$ cat config.mk
export PLATFORM = sky130hd
export DESIGN_NAME = hwloop_seq
export DESIGN_NICKNAME = d
export VERILOG_FILES = /design/src/rtl/hwloop_pkg.sv /design/src/rtl/hwloop_iter_ctr.sv /design/src/rtl/hwloop_addr_match.sv /design/src/rtl/hwloop_seq.sv
export SDC_FILE = /design/constraint.sdc
export NUM_CORES = 1
export LEC_CHECK = 0
export BUFFER_PORTS_ARGS = -buffer_cell sky130_fd_sc_hd__buf_2
export CORE_MARGIN = 8
export CORE_UTILIZATION = 45
export CTS_CLUSTER_DIAMETER = 100
export DETAILED_ROUTE_END_ITERATION = 10
export GPL_TIMING_DRIVEN = 0
export PLACE_DENSITY = 0.81
export SKIP_CTS_REPAIR_TIMING = 1
export SLEW_MARGIN = 5
export SYNTH_ARGS = -nofsm -noshare
export SYNTH_HDL_FRONTEND = slang
export SYNTH_SLANG_ARGS = --single-unit
$ cat constraint.sdc
create_clock -name clk -period 2.55 [get_ports clk]
set_input_delay 0.6375 -clock clk [delete_from_list [all_inputs] [get_ports clk]]
set_output_delay 0.6375 -clock clk [all_outputs]
set_load 0.05 [all_outputs]
$ cat src/rtl/hwloop_pkg.sv
package hwloop_pkg;
    typedef enum logic [1:0] {
        ST_IDLE       = 2'd0,
        ST_RUN_BLOCK  = 2'd1,
        ST_RUN_SINGLE = 2'd2
    } loop_state_e;
endpackage

$ cat src/rtl/hwloop_iter_ctr.sv
module hwloop_iter_ctr #(
    parameter int CNT_W = 8
) (
    input  logic             clk,
    input  logic             rst_n,
    input  logic             load_i,
    input  logic [CNT_W-1:0] load_val_i,
    input  logic             dec_i,
    output logic [CNT_W:0]   rem_o,
    output logic             last_o
);
    localparam logic [CNT_W:0] MAX_PASSES = {1'b1, {CNT_W{1'b0}}};
    localparam logic [CNT_W:0] ONE        = {{CNT_W{1'b0}}, 1'b1};

    logic [CNT_W:0] rem_q;
    logic [CNT_W:0] load_ext;

    // a zero count stands for the largest run
    assign load_ext = (load_val_i == '0) ? MAX_PASSES : {1'b0, load_val_i};

    always_ff @(posedge clk or negedge rst_n) begin
        if (!rst_n) begin
            rem_q <= '0;
        end else if (load_i) begin
            rem_q <= load_ext;
        end else if (dec_i && rem_q != '0) begin
            rem_q <= rem_q - ONE;
        end
    end

    assign rem_o  = rem_q;
    assign last_o = (rem_q == ONE);

    // zero loads the maximum pass count
    a_r3_zero_means_max: assert property (@(posedge clk) disable iff (!rst_n)
        (load_i && load_val_i == '0) |=> (rem_o == MAX_PASSES));

    // each counted pass removes exactly one
    a_r3_dec_by_one: assert property (@(posedge clk) disable iff (!rst_n)
        (dec_i && !load_i && rem_o > ONE) |=> (rem_o == $past(rem_o) - ONE));
endmodule

$ cat src/rtl/hwloop_addr_match.sv
module hwloop_addr_match #(
    parameter int AW = 16
) (
    input  logic          armed_i,
    input  logic          single_i,
    input  logic [AW-1:0] lo_addr_i,
    input  logic [AW-1:0] hi_addr_i,
    input  logic [AW-1:0] fetch_addr_i,
    output logic          pass_end_o
);
    logic [AW-1:0] end_point;

    // a single-instruction body ends where it starts
    assign end_point  = single_i ? lo_addr_i : hi_addr_i;
    assign pass_end_o = armed_i && (fetch_addr_i == end_point);
endmodule

$ cat src/rtl/hwloop_seq.sv
module hwloop_seq
    import hwloop_pkg::*;
#(
    parameter int CNT_W = 8,
    parameter int AW    = 16
) (
    input  logic             clk,
    input  logic             rst_n,
    input  logic             start_i,
    input  logic             single_i,
    input  logic [CNT_W-1:0] count_i,
    input  logic [AW-1:0]    lo_addr_i,
    input  logic [AW-1:0]    hi_addr_i,
    input  logic [AW-1:0]    fetch_addr_i,
    output logic             redirect_o,
    output logic [AW-1:0]    redirect_pc_o,
    output logic             loop_active_o,
    output logic             irq_inhibit_o
);
    loop_state_e   state_q, state_d;
    logic [AW-1:0] lo_q, hi_q;
    logic          accept;
    logic          running;
    logic          pass_end;
    logic          last_pass;
    logic [CNT_W:0] rem;

    assign running = (state_q != ST_IDLE);
    assign accept  = (state_q == ST_IDLE) && start_i;

    // capture the body bounds on ACCEPT only
    always_ff @(posedge clk or negedge rst_n) begin
        if (!rst_n) begin
            lo_q <= '0;
            hi_q <= '0;
        end else if (accept) begin
            lo_q <= lo_addr_i;
            hi_q <= hi_addr_i;
        end
    end

    hwloop_addr_match #(.AW(AW)) u_match (
        .armed_i      (running),
        .single_i     (state_q == ST_RUN_SINGLE),
        .lo_addr_i    (lo_q),
        .hi_addr_i    (hi_q),
        .fetch_addr_i (fetch_addr_i),
        .pass_end_o   (pass_end)
    );

    hwloop_iter_ctr #(.CNT_W(CNT_W)) u_ctr (
        .clk        (clk),
        .rst_n      (rst_n),
        .load_i     (accept),
        .load_val_i (count_i),
        .dec_i      (pass_end),
        .rem_o      (rem),
        .last_o     (last_pass)
    );

    // state register
    always_ff @(posedge clk or negedge rst_n) begin
        if (!rst_n) state_q <= ST_IDLE;
        else        state_q <= state_d;
    end

    // transitions: ACCEPT, WRAP, HOLD, EXIT
    always_comb begin
        state_d = state_q;
        unique case (state_q)
            ST_IDLE: begin
                if (start_i) state_d = single_i ? ST_RUN_SINGLE : ST_RUN_BLOCK;
            end
            ST_RUN_BLOCK, ST_RUN_SINGLE: begin
                if (pass_end && last_pass) state_d = ST_IDLE;
            end
            default: state_d = ST_IDLE;
        endcase
    end

    // outputs
    always_comb begin
        redirect_o    = 1'b0;
        loop_active_o = 1'b0;
        irq_inhibit_o = 1'b0;
        redirect_pc_o = lo_q;
        unique case (state_q)
            ST_IDLE: ;
            ST_RUN_BLOCK: begin
                loop_active_o = 1'b1;
                redirect_o    = pass_end && !last_pass;
            end
            ST_RUN_SINGLE: begin
                loop_active_o = 1'b1;
                irq_inhibit_o = 1'b1;
                redirect_o    = pass_end && !last_pass;
            end
            default: ;
        endcase
    end

    a_r1_idle_quiet: assert property (@(posedge clk) disable iff (!rst_n)
        !loop_active_o |-> (!redirect_o && !irq_inhibit_o));

    a_r2_redirect_needs_run: assert property (@(posedge clk) disable iff (!rst_n)
        redirect_o |-> (loop_active_o && pass_end));

    a_r4_final_exit: assert property (@(posedge clk) disable iff (!rst_n)
        (loop_active_o && pass_end && last_pass) |=> !loop_active_o);

    a_r6_inhibit_in_run: assert property (@(posedge clk) disable iff (!rst_n)
        irq_inhibit_o |-> loop_active_o);

    a_r7_busy_start_dropped: assert property (@(posedge clk) disable iff (!rst_n)
        (loop_active_o && start_i && !pass_end) |=> ($stable(rem) && loop_active_o && $stable(lo_q)));

    a_r8_accept: assert property (@(posedge clk) disable iff (!rst_n)
        (!loop_active_o && start_i) |=> loop_active_o);
endmodule

Word-level counts from Yosys, hierarchy flattened
Cells that the tools add are included.
- register bits: 43
- bits of input ports: 60
- output and inout bits: 19
- word-level logic and storage cells: 35
- add/sub/neg operators: 1
- equality and inequality tests: 6
- mux-type cells: 11
- reduce and logical (&&, ||, !) cells: 13
- operators by type and width (operator ; number):
    9-bit two-way mux ; 3
    16-bit == test ; 1
    16-bit two-way mux ; 1
    9-bit by 1-bit == test with 1-bit output, second input constant ; 1
    9-bit nonzero test ; 1
    9-bit by 1-bit subtractor with 9-bit output, second input constant ; 1
    8-bit zero test ; 1
    2-bit two-way mux ; 3
    1-bit logical AND ; 5
    2-bit one-hot mux with 2 select lines ; 1
    2-bit nonzero test ; 2
    1-bit two-way mux ; 3
    2-bit by 1-bit == test with 1-bit output, second input constant ; 1
    2-bit == test, second input constant ; 1
    2-bit zero test ; 1
    2-bit by 1-bit != test with 1-bit output, second input constant ; 1
    2-bit != test, second input constant ; 1
    2-bit AND reduction ; 1
    2-bit OR reduction ; 1
    1-bit zero test ; 1

Depth between registers and ports, before layout
- depth after elaboration: 7
- gate-level depth with buffers: 12
- depth with buffers taken out: 9

Cells and area by module
Synthesis repeated with hierarchy kept, for this count alone.
- cells, all modules: 192
- area, all modules: 2501.1 µm²
- by module, submodules not included (module ; instances ; cells an instance ; area each (µm²) ; sequential area each (µm²)):
    hwloop_seq ; 1 ; 82 ; 1475.2 ; 850.8
    hwloop_iter_ctr ; 1 ; 70 ; 661.9 ; 225.2
    hwloop_addr_match ; 1 ; 40 ; 364.1 ; 0.0

Worst setup path before layout
OpenSTA, ideal clock, no wires.
- kind: flip-flop to output port
- from: reg state_q[0]
- to: out redirect_o
- arrival: 2989 ps
- required time: 1913 ps
- setup slack: -1077 ps
- cell stages (with the launch flop): 12
- path buffers: 3
- cell sequence: dfrtp_1 -> inv_1 -> ha_1 -> buf_6 -> buf_12 -> mux2i_1 -> xnor2_1 -> nor4_1 -> nand4_1 -> or2_1 -> buf_2 -> nor2_1
- longest elaborated chain between the ends: 6
- elaborated cells between the ends (all ways): 9
- those cells by class: 3 x eq/ne; 2 x mux; 4 x reduce/logical
- RTL lines (item ; RTL line ; source):
    from (decl) ; hwloop_seq.sv:20 ; loop_state_e state_q, state_d;
    from (signal assigned) ; hwloop_seq.sv:64 ; else state_q <= state_d;
    2-bit == test ; hwloop_seq.sv:44, hwloop_seq.sv:87 ;
    16-bit two-way mux ; hwloop_addr_match.sv:14 ; assign end_point = single_i ? lo_addr_i : hi_addr_i;
    16-bit == test ; hwloop_addr_match.sv:15 ; assign pass_end_o = armed_i && (fetch_addr_i == end_point);
    1-bit logical AND ; hwloop_addr_match.sv:15 ;
    1-bit logical AND ; hwloop_seq.sv:91, hwloop_seq.sv:96 ;
    1-bit two-way mux (*) ; - ;
    to (decl) ; hwloop_seq.sv:15 ; output logic redirect_o,
Mark *: on every way between the ends. The rest lies on a longest branch, timed or not.

Final worst setup path
- from: reg state_q[1]
- to: out redirect_o
The elaborated chain is that of the path after synthesis.

==> flow_metrics.env <==
export IMPL_status="finished, violations left"
export IMPL_violations="setup timing"
export IMPL_powerDensity_mw_per_mm2=1230
export IMPL_die_area_mm2=0.00759
export IMPL_clk_pin_slew_ns=0.08
export IMPL_multi_input_area_mm2=0.00121
export IMPL_clockPowerShare_pct=11.4
export IMPL_cp_arrival_ns=2.61
export IMPL_ys_flop_type="dfrtp_1"
export IMPL_period_share_pct=127
export IMPL_die_h_um=87.1
export IMPL_core_area_mm2=0.00498
export IMPL_syn_cell_area_mm2=0.00228
export IMPL_fmaxAchievable_mhz=308
export IMPL_cts_tree="built"
export IMPL_synth_ff_latch_count=43
export IMPL_cts_root_buf="clkbuf_8"
export IMPL_h_tree_depth=2
export IMPL_critPathTopFamily="simple AND/OR/NAND/NOR gates"
export IMPL_combPwrFrac_pct=54.4
export IMPL_drt_first_iter_violations=104
export IMPL_p_int_mw=1.94
export IMPL_max_stage_delay_ns=0.43
export IMPL_place_gp_congestion=0.801
export IMPL_syn_area_per_cell_um2=8.72
export IMPL_num_rows=26
export IMPL_slew_viol_final=0
export IMPL_swShare_pct=48.3
export IMPL_antenna_left=0
export IMPL_grt_pass1_vias=2153
export IMPL_crit_type="flip-flop to output port"
export IMPL_grt_use_total_pct=16.4
export IMPL_cts_inserted_buffers=5
export IMPL_wire_per_inst_um=14.6
export IMPL_synth_edf_count=0
export IMPL_fin_skew_ns=0.00813
export IMPL_clk_path_buf_depth=2
export IMPL_setup_ws_ns=-0.697
export IMPL_ys_types=32
export IMPL_die_w_um=87.1
export IMPL_setup_worst_path_start="state_q[1]"
export IMPL_grt_max_degree=44
export IMPL_via_per_inst=4.93
export IMPL_finalSetupViolations=8
export IMPL_tightest_slew_ns=0.949
export IMPL_insertion_delay_ns=0.30
export IMPL_cpMaxStageDelayCell="dfrtp_1"
export IMPL_ir_worst_vdd_mv=0.740
export IMPL_areaGrowthSynthToFinish_pct=33.9
export IMPL_endpoint_kind="output port"
export IMPL_ios=79
export IMPL_power_mw=3.76
export IMPL_synth_top_cell_by_area="dfrtp_1"
export IMPL_num_vias=2105
export IMPL_crit_buf_inv=4
export IMPL_rr_startpoint="state_q[1]"
export IMPL_fin_util_pct=61.2
export IMPL_switchingPower_mw=1.81
export IMPL_hold_viol=0
export IMPL_power_frac_seq_pct=34.2
export IMPL_synth_area_leaders="dfrtp_1, nand2_1, mux2i_1, xnor2_1, ha_1"
export IMPL_drive_above_1_share_pct=32.5
export IMPL_antenna_found_initial=0
export IMPL_synth_async_reset_ratio_pct=100
export IMPL_setup_tns_ns=-1.99
export IMPL_dr_pass1_iters=4
export IMPL_worstPathCellList="ha_4, buf_12, buf_12, mux2i_4, xnor2_1, nor4_2, nand4_1, or2_1, buf_6, nor2_4, buf_8"
export IMPL_grt_first_pass_wirelength_mm=9.72
export IMPL_cap_viol_max_count=0
export IMPL_relSlewSlack_pct=36.7
export IMPL_overflow=0
export IMPL_synth_seq_area_share_pct=47.3
export IMPL_antenna_cells=0
export IMPL_crit_fanout=8
export IMPL_drc_errors=0
export IMPL_nFillCells=425
export IMPL_io_buffer_count=78
export IMPL_synth_top_area_share_pct=47.3
export IMPL_yosys_warnings=0
export IMPL_crit_path_start_kind="flip-flop"
export IMPL_rsz0062_at_grt="yes"
export IMPL_syn_inst=261
export IMPL_synth_nets=325
export IMPL_layout_min_cycle_time_ns=3.25
export IMPL_p_leak_nw=1.50
export IMPL_min_path_type="input pin to async pin"
export IMPL_clkSinkCount=43
export IMPL_seq_area_mm2=0.00108
export IMPL_cp_required_ns=1.91
export IMPL_totalWireLength_mm=6.22
export IMPL_timing_critical_path_mode_cell="buf_12"
export IMPL_dp_hpwl_mm=4.58
export IMPL_final_nets=420
export IMPL_start_util_pct=45.7
[power by group through the flow]
stage	Combinational, mW	Sequential (mW)	Clock [mW]
2_1_floorplan	1.01	1.67	0
4_1_cts	1.89	1.27	0.436
3_5_place_dp	1.89	1.28	0
5_1_grt	2.24	1.33	0.470
6_report	2.04	1.29	0.429
3_3_place_gp	1.84	1.26	0
[cells by family (layout without fill, tap and decap cells)]
logic type | after synthesis | after routing | synth area share [%]
mux | 20 | 20 | 8.96
fa+ha+maj | 4 | 4 | 2.20
simple gates | 143 | 143 | 26.3
buf+inv | 15 | 111 | 3.57
compound gates | 18 | 18 | 4.73
flops | 43 | 43 | 47.3
xor+xnor | 18 | 18 | 6.93
[synth_stat cells, drive strengths merged (3+ instances only)]
library cell    n
ha              4
buf             4
mux2            3
o22ai           4
dfrtp          43
nand2         109
a21oi           4
nand3           3
xor2            4
o21ai           6
nor4            6
xnor2          14
mux2i          17
or3             3
inv             4
nor3            6
clkbuf          7
nor2           10
[metrics by stage]
| stage | instances | hold WS [ns] | area (µm²) | worst slack (ns) |
|---|---|---|---|---|
| after floorplan | 261 | 0.342 | 2300 | -0.363 |
| after global placement | 409 | 0.457 | 2780 | -0.628 |
| after detailed placement | 409 | 0.462 | 2780 | -0.666 |
| after CTS | 417 | 0.482 | 2870 | -1.01 |
| after global routing | 427 | 0.505 | 3050 | -0.766 |
| final | 427 | 0.477 | 3050 | -0.697 |
[flip-flops by register name (all words and copies together), names as in the netlist]
| signal | cells |
|---|---|
| hi_q | 16 |
| redirect_pc_o | 16 |
| u_ctr.rem_o | 9 |
| state_q | 2 |
[worst paths after layout]
check / to / slack [ns] / cells after the start
worst max-delay path: redirect_o / -0.70 / 11
worst min-delay path: redirect_pc_o[5] / 0.48 / 1
worst max register to register: u_ctr.rem_o[4] / -0.34 / 11
worst min register to register: hi_q[4] / 0.48 / 2
max in group asynchronous: redirect_pc_o[11] / 1.48 / 1
min in group clk: hi_q[4] / 0.48 / 2
[per-layer routing]
metal  part of all wire [%]  track usage (%)  wire length (µm)  up-vias
met2                     49             26.7              3020       65
met3                    7.5             6.04               467        9
li1                       -                -                 -     1046
met4                    1.5             6.41                96        0
met5                      0                0                 0        -
met1                     42             19.2              2630      985
[layout make-up]
cell class                      instances  share of cell area (%)
Multi-Input combinational cell        203                    39.6
Tap cell                               70                    2.87
Sequential cell                        43                    35.3
Clock inverter                          2                   0.411
Timing Repair Buffer                   88                    16.2
Buffer                                 11                    2.71
Inverter                                4                   0.493
Clock buffer                            6                    2.38
[placed cells by master (no fill, tap or decap), types with 4 or more instances in the layout]
| cell | instances |
|---|---|
| nand2_1 | 109 |
| buf_2 | 77 |
| nor4_2 | 4 |
| buf_4 | 9 |
| xnor2_1 | 14 |
| clkbuf_8 | 5 |
| clkbuf_1 | 8 |
| nor3_1 | 6 |
| xor2_1 | 4 |
| dfrtp_1 | 43 |
| mux2i_1 | 15 |
| o22ai_1 | 4 |
| o21ai_0 | 5 |
| nor2_1 | 9 |
[worst reg2reg max path: stages (launching register included)]
cell	delay, ns
dfrtp_1	0.43
ha_4	0.19
buf_12	0.14
buf_12	0.14
mux2i_4	0.18
xnor2_1	0.13
nor4_2	0.31
nand4_1	0.16
buf_4	0.17
or3_4	0.34
or4b_1	0.49
a21oi_2	0.13
Note: power is estimated with default switching activity, not from simulation.
